File: config.mk
export PLATFORM = sky130hd
export DESIGN_NAME = spi_cmd_engine
export DESIGN_NICKNAME = d
export VERILOG_FILES = /design/src/rtl/spi_cmd_engine.sv
export SDC_FILE = /design/constraint.sdc
export NUM_CORES = 1
export LEC_CHECK = 0
export BUFFER_PORTS_ARGS = -buffer_cell sky130_fd_sc_hd__buf_4
export CAP_MARGIN = 20
export CELL_PAD_IN_SITES_DETAIL_PLACEMENT = 1
export CELL_PAD_IN_SITES_GLOBAL_PLACEMENT = 2
export CORE_MARGIN = 3
export CORE_UTILIZATION = 47
export DETAILED_ROUTE_END_ITERATION = 16
export HOLD_SLACK_MARGIN = 0.08
export PLACE_DENSITY_LB_ADDON = 0.1
export SKIP_CTS_REPAIR_TIMING = 1
export SLEW_MARGIN = 20
export SYNTH_ARGS = -nofsm -noshare
export SYNTH_HDL_FRONTEND = slang
export SYNTH_SLANG_ARGS = --single-unit
File: constraint.sdc
create_clock -name clk -period 7.7 [get_ports clk]
set_input_delay 0.77 -clock clk [delete_from_list [all_inputs] [get_ports clk]]
set_output_delay 0.77 -clock clk [all_outputs]
set_load 0.02 [all_outputs]
File: src/rtl/spi_cmd_engine.sv
module spi_cmd_engine (
  input  logic        clk,
  input  logic        rst_n,
  input  logic        reg_wr,
  input  logic [2:0]  reg_addr,
  input  logic [31:0] reg_wdata,
  output logic [31:0] reg_rdata,
  output logic        sclk,
  output logic [3:0]  cs_out,
  output logic        mosi,
  input  logic        miso
);
  localparam int WMAX = 128;
  localparam int LW   = 7;
  localparam int HW   = 8;
  localparam logic [2:0] A_CLK = 3'd0, A_DC = 3'd1, A_CMD = 3'd2, A_STAT = 3'd3;
  localparam logic [2:0] OP_NONE = 3'd0, OP_RD = 3'd1, OP_WR = 3'd2, OP_END = 3'd4;

  logic            ck_en;
  logic [15:0]     ck_div, cnt;
  logic [31:0]     dc, cmd_q;
  logic [WMAX-1:0] dat, sh, rx, rx_nx;
  logic            busy, wc, open, is_rd, ph, mosi_q;
  logic [1:0]      sel, dcnt;
  logic [LW-1:0]   len;
  logic [HW-1:0]   hcnt;

  wire             wr_cmd  = reg_wr && reg_addr == A_CMD;
  wire [2:0]       op      = reg_wdata[18:16];
  wire             start   = wr_cmd && (op == OP_RD || op == OP_WR) && !busy;
  wire             stop    = wr_cmd && (op == OP_END || op == OP_NONE);
  wire [7:0]       nb      = dc[{reg_wdata[29:28], 3'b000} +: 8];
  wire [7:0]       cfg     = dc[{sel, 3'b000} +: 8];
  wire [WMAX-1:0]  sh_init = dat << (7'(WMAX-1) - reg_wdata[25:19]);
  wire [HW-1:0]    last    = {len, 1'b1};
  wire             tick    = busy && ck_en && cnt == ck_div;
  wire             run     = tick && dcnt == 2'd0;
  wire             lead    = !hcnt[0];
  wire             samp    = run && (lead != cfg[2]);
  wire             pres    = run && !is_rd && (cfg[2] ? lead : (!lead && hcnt != last));

  assign rx_nx = (samp && is_rd) ? {rx[WMAX-2:0], miso} : rx;
  assign sclk  = cfg[0] ^ ph;
  assign mosi  = mosi_q;

  always_comb
    for (int i = 0; i < 4; i++)
      cs_out[i] = (open && sel == 2'(i)) ? dc[8*i+1] : !dc[8*i+1];

  always_comb
    case (reg_addr)
      A_CLK:   reg_rdata = {ck_en, 15'd0, ck_div};
      A_DC:    reg_rdata = dc;
      A_CMD:   reg_rdata = cmd_q;
      A_STAT:  reg_rdata = {30'd0, wc, busy};
      default: reg_rdata = dat[{reg_addr[1:0], 5'b00000} +: 32];
    endcase

  always_ff @(posedge clk or negedge rst_n) begin
    if (!rst_n) begin
      ck_en <= 1'b0; ck_div <= '0; cnt <= '0; dc <= '0; cmd_q <= '0;
      dat <= '0; sh <= '0; rx <= '0; busy <= 1'b0; wc <= 1'b0; open <= 1'b0;
      is_rd <= 1'b0; ph <= 1'b0; mosi_q <= 1'b0; sel <= '0; dcnt <= '0;
      len <= '0; hcnt <= '0;
    end else begin
      if (reg_wr && reg_addr == A_CLK) begin
        ck_en  <= reg_wdata[31];
        ck_div <= reg_wdata[15:0];
      end
      if (reg_wr && reg_addr == A_DC) dc <= reg_wdata;
      if (reg_wr && reg_addr[2]) dat[{reg_addr[1:0], 5'b00000} +: 32] <= reg_wdata;

      if (busy && ck_en) cnt <= tick ? '0 : cnt + 16'd1;
      if (tick && dcnt != 2'd0) dcnt <= dcnt - 2'd1;
      if (run) begin
        ph   <= ~ph;
        hcnt <= hcnt + HW'(1);
      end
      rx <= rx_nx;
      if (pres) begin
        mosi_q <= sh[WMAX-1];
        sh     <= sh << 1;
      end
      if (run && hcnt == last) begin
        busy <= 1'b0;
        wc   <= 1'b1;
        if (is_rd) dat <= rx_nx;
      end

      if (start) begin
        busy <= 1'b1; wc <= 1'b0; open <= 1'b1; cmd_q <= reg_wdata;
        sel <= reg_wdata[29:28]; len <= reg_wdata[25:19]; is_rd <= op == OP_RD;
        cnt <= '0; hcnt <= '0; ph <= 1'b0; dcnt <= nb[4:3]; rx <= '0;
        if (op == OP_WR && !nb[2]) begin
          mosi_q <= sh_init[WMAX-1];
          sh     <= sh_init << 1;
        end else begin
          mosi_q <= 1'b0;
          sh     <= sh_init;
        end
      end
      if (stop) begin
        busy <= 1'b0; wc <= 1'b0; open <= 1'b0; ph <= 1'b0; mosi_q <= 1'b0;
        cmd_q <= reg_wdata;
      end
    end
  end
endmodule


; ---- Word level (Yosys, flattened, before mapping)
; Cells that the tools add are included.
[totals]
register_bits = 506
inputBits = 39
wordCells = 128
[op_classes]
add_sub_neg = 5
bitwise = 2
muxes = 39
n_reduce_logical = 45
shift = 6
eq_ne = 13
[op_table]
columns = op, count
row1 = 2-to-1 mux 128 bit, 8
row2 = bitwise mux 128 bit, 1
row3 = case mux 32 bit (4 select lines), 1
row4 = "variable shift 32 x 9 -> 128 bit, first input constant", 1
row5 = indexed part select 128 x 8 -> 32 bit, 1
row6 = indexed part select 32 x 9 -> 128 bit, 1
row7 = << shifter 128 x 7 -> 128 bit, 1
row8 = 2-to-1 mux 32 bit, 2
row9 = 2-to-1 mux 16 bit, 3
row10 = indexed part select 32 x 6 -> 3 bit, 1
row11 = indexed part select 32 x 6 -> 5 bit, 1
row12 = logical AND 1 bit, 22
row13 = 2-to-1 mux 1 bit, 20
row14 = "adder 16 x 1 -> 16 bit, second input constant", 1
row15 = equality test 16 bit, 1
row16 = 2-to-1 mux 8 bit, 2
row17 = nonzero test 2 bit, 6
row18 = "equality test 3 x 2 -> 1 bit, second input constant", 3
row19 = negator 7 -> 9 bit, 1
row20 = nonzero test 3 bit, 3
row21 = "adder 8 x 1 -> 8 bit, second input constant", 1
row22 = equality test 8 bit, 1
row23 = logical NOT 1 bit, 8
row24 = inequality test 8 bit, 1
row25 = other kinds (13), 19

; ---- Depth between registers and ports, before layout
; Gate-level depths: netlist of the first run.
[logic_depth]
depth_word = 8
ltp_mapped = 12
depth_no_buf = 9

; ---- Least setup slack after synthesis of the first run
; OpenSTA, ideal clock, no wires.
[synth_timing]
kind = input -> output
start = input port reg_addr[1]
end = output port reg_rdata[0]
path_slack_ns = 4.001
stages = 8
n_path_buf = 3
arrival_time_ns = 2.929
required_time_ns = 6.930
path_cell_list = clkbuf_1 clkbuf_1 inv_1 ha_1 o41ai_1 clkbuf_1 nand2_1 o21ai_0
[synth_between]
elab_chain_len = 2
[synth_lines]
columns = element, line
row1 = "start, declared", 5  ; input logic [2:0] reg_addr,
row2 = "indexed part select 128 x 8 -> 32 bit, or another cell as far along", 56  ; default: reg_rdata = dat[{reg_addr[1:0], 5'b00000} +: 32];
row3 = case mux 32 bit (4 select lines) *, 51  ; case (reg_addr)
row4 = "end, declared", 7  ; output logic [31:0] reg_rdata,
; Mark *: on every way between the ends. The rest lies on a longest branch, timed or not.

; ---- Worst setup path after layout of the first run
[layout_timing]
start = input port reg_addr[0]
end = output port reg_rdata[22]
; Same word-level chain as after synthesis.

==> results.ini, run 1 <==
[status]
status = finished clean

[synth]
synth_edf_count = 0
synth_top_area_cell = dfrtp_1
syn_avg_cell_area_um2 = 10.7
synthTopCellsByArea = dfrtp_1 (38%), mux4_2 (16%), mux2i_1 (6.8%)
post_synth_inst_count = 3095
synth-main-ff-cell = dfrtp_1
synth_nets = 3142
yosysTopAreaCellShare = 0.381
synth-async-reset-ratio = 1.00
syn_area_um2 = 33300
yosysSeqAreaShare = 0.381
ys.warnings.count = 0
yosysUniqueCellTypes = 81
ys_ff_latch = 506

[global_routing]
antenna_found_initial = 9
grt_max_degree = 241
grt_overflow_total = 0
grt_pass1_vias = 29600
track_usage = 0.397
grt_pass1_wl_um = 216000

[setup_path]
cp.required_ns = 6.93
worst_r2r_endpoint = sh[71]
worstSetupPathType = primary input to output port
start_kind = primary input
rr_startpoint = ck_div[14]
critPathLaunch = reg_addr[0]
worst_ep_arrival_time_ns = 3.76
slowest_stage = o41ai_2
critical_path.max_fanout = 37
path_cells = buf_4, inv_1, ha_1, o41ai_2, buf_4, a222oi_1, inv_1, buf_4
crit_path_end_kind = output port
critPathMaxStageDelay_ns = 0.76
worstSetupEndpoint = reg_rdata[22]
crit_top_cell = buf_4
r2r_cells = 7
r2r_slack_ns = 3.66

[cells_and_area]
fin_util = 0.524
syn_to_final_growth_pct = 9.13
drive_above_1_share = 0.223
multi_input_area_um2 = 19200
final_common_cell = dfrtp_1
layout_common_cells = dfrtp_1 (506), nor2_1 (342), a21oi_1 (247)
fillCellCount = 7320
nNetsFinal = 3030
instances_no_fill = 3963
regArea_um2 = 12700

[clock_network]
htreeDepth = 2
cts-root-buf = clkbuf_16
cts_max_path_buffers = 3
clock_sinks = 506
path_clk_slew_ns = 0.06
insertion_delay_ns = 0.66
cts_tree = built
cts_buffers = 57

[route]
drt_iter0_markers = 4337
wire_per_inst_um = 37.5
route.detailed.drc = 0
vias = 29700
antenna_left = 0
dr.pass1.iters = 9
viasPerCell = 7.49
drt_wl_total_um = 149000

[floorplanning]
die_w_um = 272
start_util = 0.480
fp.dieH_um = 272
num_rows = 96
core_area_um2 = 69300
io_pins = 77
dieArea_um2 = 74000

[timing]
setup_violations = 0
fin_skew_ns = 0.0396
layout_setup_ws_ns = 3.17
max_clock_freq_mhz = 221
relSlewSlack = 0.224
finalCriticalPeriod_ns = 4.53
tns_ns = 0
rsz0062_at_grt = false
fin_hold_ws_ns = 0.127
worst_pin_slew_ns = 1.16
drv_slew = 0
min_period_over_period = 0.588
hold_viol_final = 0

[placed_design]
gp_congestion = 1.11
place_hpwl_um = 106000
dp.cells = 3855
dpl_worst_slack_ns = 2.93
port_buffers = 76

[power_and_ir_drop]
p_per_area_nw_per_um2 = 243
vdd_ir_drop_max_v = 0.000169
p_leak_nw = 15.2

[job]
max-cap-violations = 0

[worst_hold_path]
min_path_type = primary input to asynchronous set/reset pin

cell families after synthesis:
family                     Yosys count  share of synthesized area
AOI/OAI and AO/OA                  841                      0.177
xor gates and xnor gates            39                     0.0103
adders and majority gates            8                    0.00301
buffers and inverters              346                     0.0451
DFF                                506                      0.381
muxes                              642                      0.293
and+or+nand+nor                    713                     0.0900
routing by layer:
| metal | global-route usage | share of wire | vias to the layer above |
|---|---|---|---|
| met5 | 0 | 0.00049 | - |
| met4 | 0.192 | 0.058 | 12 |
| met3 | 0.0986 | 0.11 | 469 |
| met2 | 0.595 | 0.44 | 1880 |
| met1 | 0.542 | 0.39 | 15500 |
| li1 | - | - | 11800 |
worst min path at each step:
stage,startpoint,to,slack [ns],cells after the start
3_5_place_dp,dc[22],dc[22],0.47,2
3_3_place_gp,sh[58],sh[58],0.48,1
6_report,rst_n,cnt[1],0.13,1
4_1_cts,rst_n,cnt[3],0.22,1
2_1_floorplan,dc[21],dc[21],0.45,2
5_1_grt,rst_n,cnt[4],0.22,1
synth_stat cells (all sizes together), types with 9 or more instances:
library cell and n:
dfrtp 506, nor2 348, mux4 248, a21oi 247, mux2i 227, nand2 224, clkbuf 201, a221oi 174
mux2 167, buf 102, o21ai 87, a22oi 46, o22ai 46, nand3 44, a222oi 43, inv 41
a31oi 38, xnor2 29, o22a 23, o221ai 17, a22o 14, and3 13, nor3 13, o21a 13
and2 12, o211ai 12, a211oi 11, nor4 10, xor2 10, nor2b 9
worst max-delay path: cells and delay by family:
| kind | cells | cell delay [ns] |
|---|---|---|
| AOI/OAI and AO/OA | 2 | 1.02 |
| buffers and inverters | 5 | 1.48 |
| adders and majority gates | 1 | 0.46 |
report_power, final:
part | total [mW] | switching (mW) | internal (mW)
Sequential | 3.77 | 0.553 | 3.22
Combinational | 2.16 | 1.23 | 0.925
Clock | 2.89 | 1.20 | 1.69
Total | 8.82 | 2.98 | 5.84
sequential cells by signal (all words and copies together) (netlist names), 2 cells and up:
register / cells
dat: 128
len: 7
rx: 128
dcnt: 2
cnt: 16
dc: 32
sel: 2
ck_div: 16
sh: 128
hcnt: 8
cmd_q: 32
through the flow:
step,total power [mW],area [um^2]
2_1_floorplan,4.99,33300
3_3_place_gp,5.79,34300
3_5_place_dp,5.90,34300
4_1_cts,8.80,36300
5_1_grt,9.17,36300
6_report,8.82,36300
cell type report:
cell class / count / area share
inverter: 43 / 0.00465
timing repair buffer: 132 / 0.0305
tap: 931 / 0.0321
multi-input combinational: 2243 / 0.529
antenna: 4 / 0.000276
clock inverter: 24 / 0.00945
sequential: 506 / 0.349
clock buffer: 80 / 0.0453
Power figures use the tool's default switching activity.
==> run 2: changes to the inputs <==
CORE_UTILIZATION = 43   (was 47)
clock period = 4.4 ns   (was 7.7 ns; I/O delays follow)
==> run 2 against run 1 <==
Against the previous run:
- via count rose by 0.36%
- sequential share of layout area decreased by 0.99 points
- global-route usage shrank 2.5 points
- wire length up 2.7%
- first-iteration DRC count down 12%
- die area grew 9.1%
- largest power group unchanged
- critical path depth decreased by 1
==> results.ini, run 2 (same netlist as run 1, synthesis figures left out) <==
[status]
status = finished clean

[route]
route.detailed.drc = 0  ; unchanged
viasPerCell = 7.15  ; -4.5%
wire_per_inst_um = 36.7  ; -2.3%
drt_iter0_markers = 3818  ; -12%
vias = 29800  ; +0.36%
drt_wl_total_um = 153000  ; +2.7%
dr.pass1.iters = 6  ; -3
antenna_left = 0  ; unchanged

[setup_path]
worstSetupPathType = flop to flop
rr_startpoint = dat[39]
crit_path_end_kind = flop
cp.required_ns = 4.92  ; -2.01 ns
worst_ep_arrival_time_ns = 4.21  ; +0.45 ns
start_kind = flop
critPathLaunch = dat[39]
critical_path.max_fanout = 6  ; -84%

[clock_network]
cts_tree = built
path_clk_slew_ns = 0.07  ; about the same
clock_sinks = 506  ; unchanged
cts_buffers = 57  ; unchanged
insertion_delay_ns = 0.66  ; about the same
cts_max_path_buffers = 3  ; unchanged
cts-root-buf = clkbuf_16
htreeDepth = 2  ; unchanged

[global_routing]
antenna_found_initial = 10  ; +1
grt_pass1_vias = 29700  ; +0.47%
track_usage = 0.372  ; -0.0249
grt_max_degree = 133  ; -45%
grt_overflow_total = 0  ; unchanged
grt_pass1_wl_um = 221000  ; +2.3%

[timing]
min_period_over_period = 0.838
setup_violations = 0  ; unchanged
finalCriticalPeriod_ns = 3.69
worst_pin_slew_ns = 1.10  ; -0.0597 ns
fin_skew_ns = 0.0447  ; +0.00503 ns
hold_viol_final = 0  ; unchanged
relSlewSlack = 0.262  ; +0.0379
drv_slew = 0  ; unchanged
max_clock_freq_mhz = 271
rsz0062_at_grt = false
tns_ns = 0  ; unchanged

[cells_and_area]
syn_to_final_growth_pct = 12.3
drive_above_1_share = 0.248  ; +0.0255
layout_common_cells = dfrtp_1 (506), nor2_1 (345), a21oi_1 (247)
nNetsFinal = 3130  ; +3.3%
reg.largest.list = dat: 128 flops, rx: 128 flops, sh: 128 flops
final_common_cell = dfrtp_1

[floorplanning]
fp.dieH_um = 284  ; +4.4%
die_w_um = 284  ; +4.4%
io_pins = 77  ; unchanged
core_area_um2 = 76300  ; +10%
dieArea_um2 = 80700  ; +9.1%
start_util = 0.436  ; -0.0441
num_rows = 101  ; +5.2%

[power_and_ir_drop]
p_leak_nw = 15.8  ; +3.7%
p_per_area_nw_per_um2 = 418  ; +72%
total_power_mw = 15.6  ; +77%
vdd_ir_drop_max_v = 0.000324  ; +92%

[placed_design]
port_buffers = 76  ; unchanged
place_hpwl_um = 113000  ; +6.6%
gp_congestion = 1.10  ; -0.98%

[worst_hold_path]
min_from = miso
min_path_type = primary input to flop

[job]
max-cap-violations = 0  ; unchanged

==> run 2: stage by stage <==
step	utilization	setup slack [ns]	cell area, um^2	hold WS (ns)	cells
floorplan	-	1.36	33300	0.144	3095
global placement	0.462	0.223	35300	0.463	4053
detailed placement	0.462	0.235	35300	0.478	4053
CTS	0.489	0.799	37300	-0.145	4161
global route	0.489	0.708	37300	0.131	4162
finish	0.489	0.712	37300	0.101	4165
==> run 2: metal layers <==
layer / GRT usage / vias up / share of wire
met3: 0.0759 / 325 / 0.093
li1: - / 12000 / -
met5: 0 / - / 0.00017
met1: 0.511 / 15700 / 0.40
met4: 0.164 / 4 / 0.052
met2: 0.574 / 1698 / 0.45
==> run 2: cell type report <==
cell class | instances | area, um^2
fill | 8208 | 39000
multi-input combinational | 2243 | 19200
sequential | 506 | 12700
timing repair buffer | 232 | 2010
clock buffer | 74 | 1600
tap | 1030 | 1290
clock inverter | 34 | 430
inverter | 43 | 169
antenna | 3 | 7.51
==> run 2: critical path, stage by stage (launching register included) <==
cell and delay [ns]:
dfrtp_1 0.55, mux4_2 0.60, mux4_2 0.56, mux2_2 0.31
a21oi_1 0.71, o21ai_0 0.26, a221oi_1 0.43, a21oi_1 0.12
==> run 2: final timing paths <==
| kind | endpoint | slack, ns | cells past startpoint |
|---|---|---|---|
| worst max-delay path | sh[104] | 0.71 | 7 |
| worst min-delay path | rx[0] | 0.10 | 3 |
| worst max register to register | sh[104] | 0.71 | 7 |
| worst min register to register | dc[22] | 0.50 | 2 |
| max in group asynchronous | rx[51] | 2.80 | 3 |
| min in group asynchronous | cnt[6] | 0.40 | 2 |
==> run 2: report_power, final <==
part	total [mW]	internal, mW	switching (mW)
clock	5.17	3.00	2.16
combinational	3.83	1.67	2.16
sequential	6.61	5.63	0.974
total	15.6	10.3	5.30
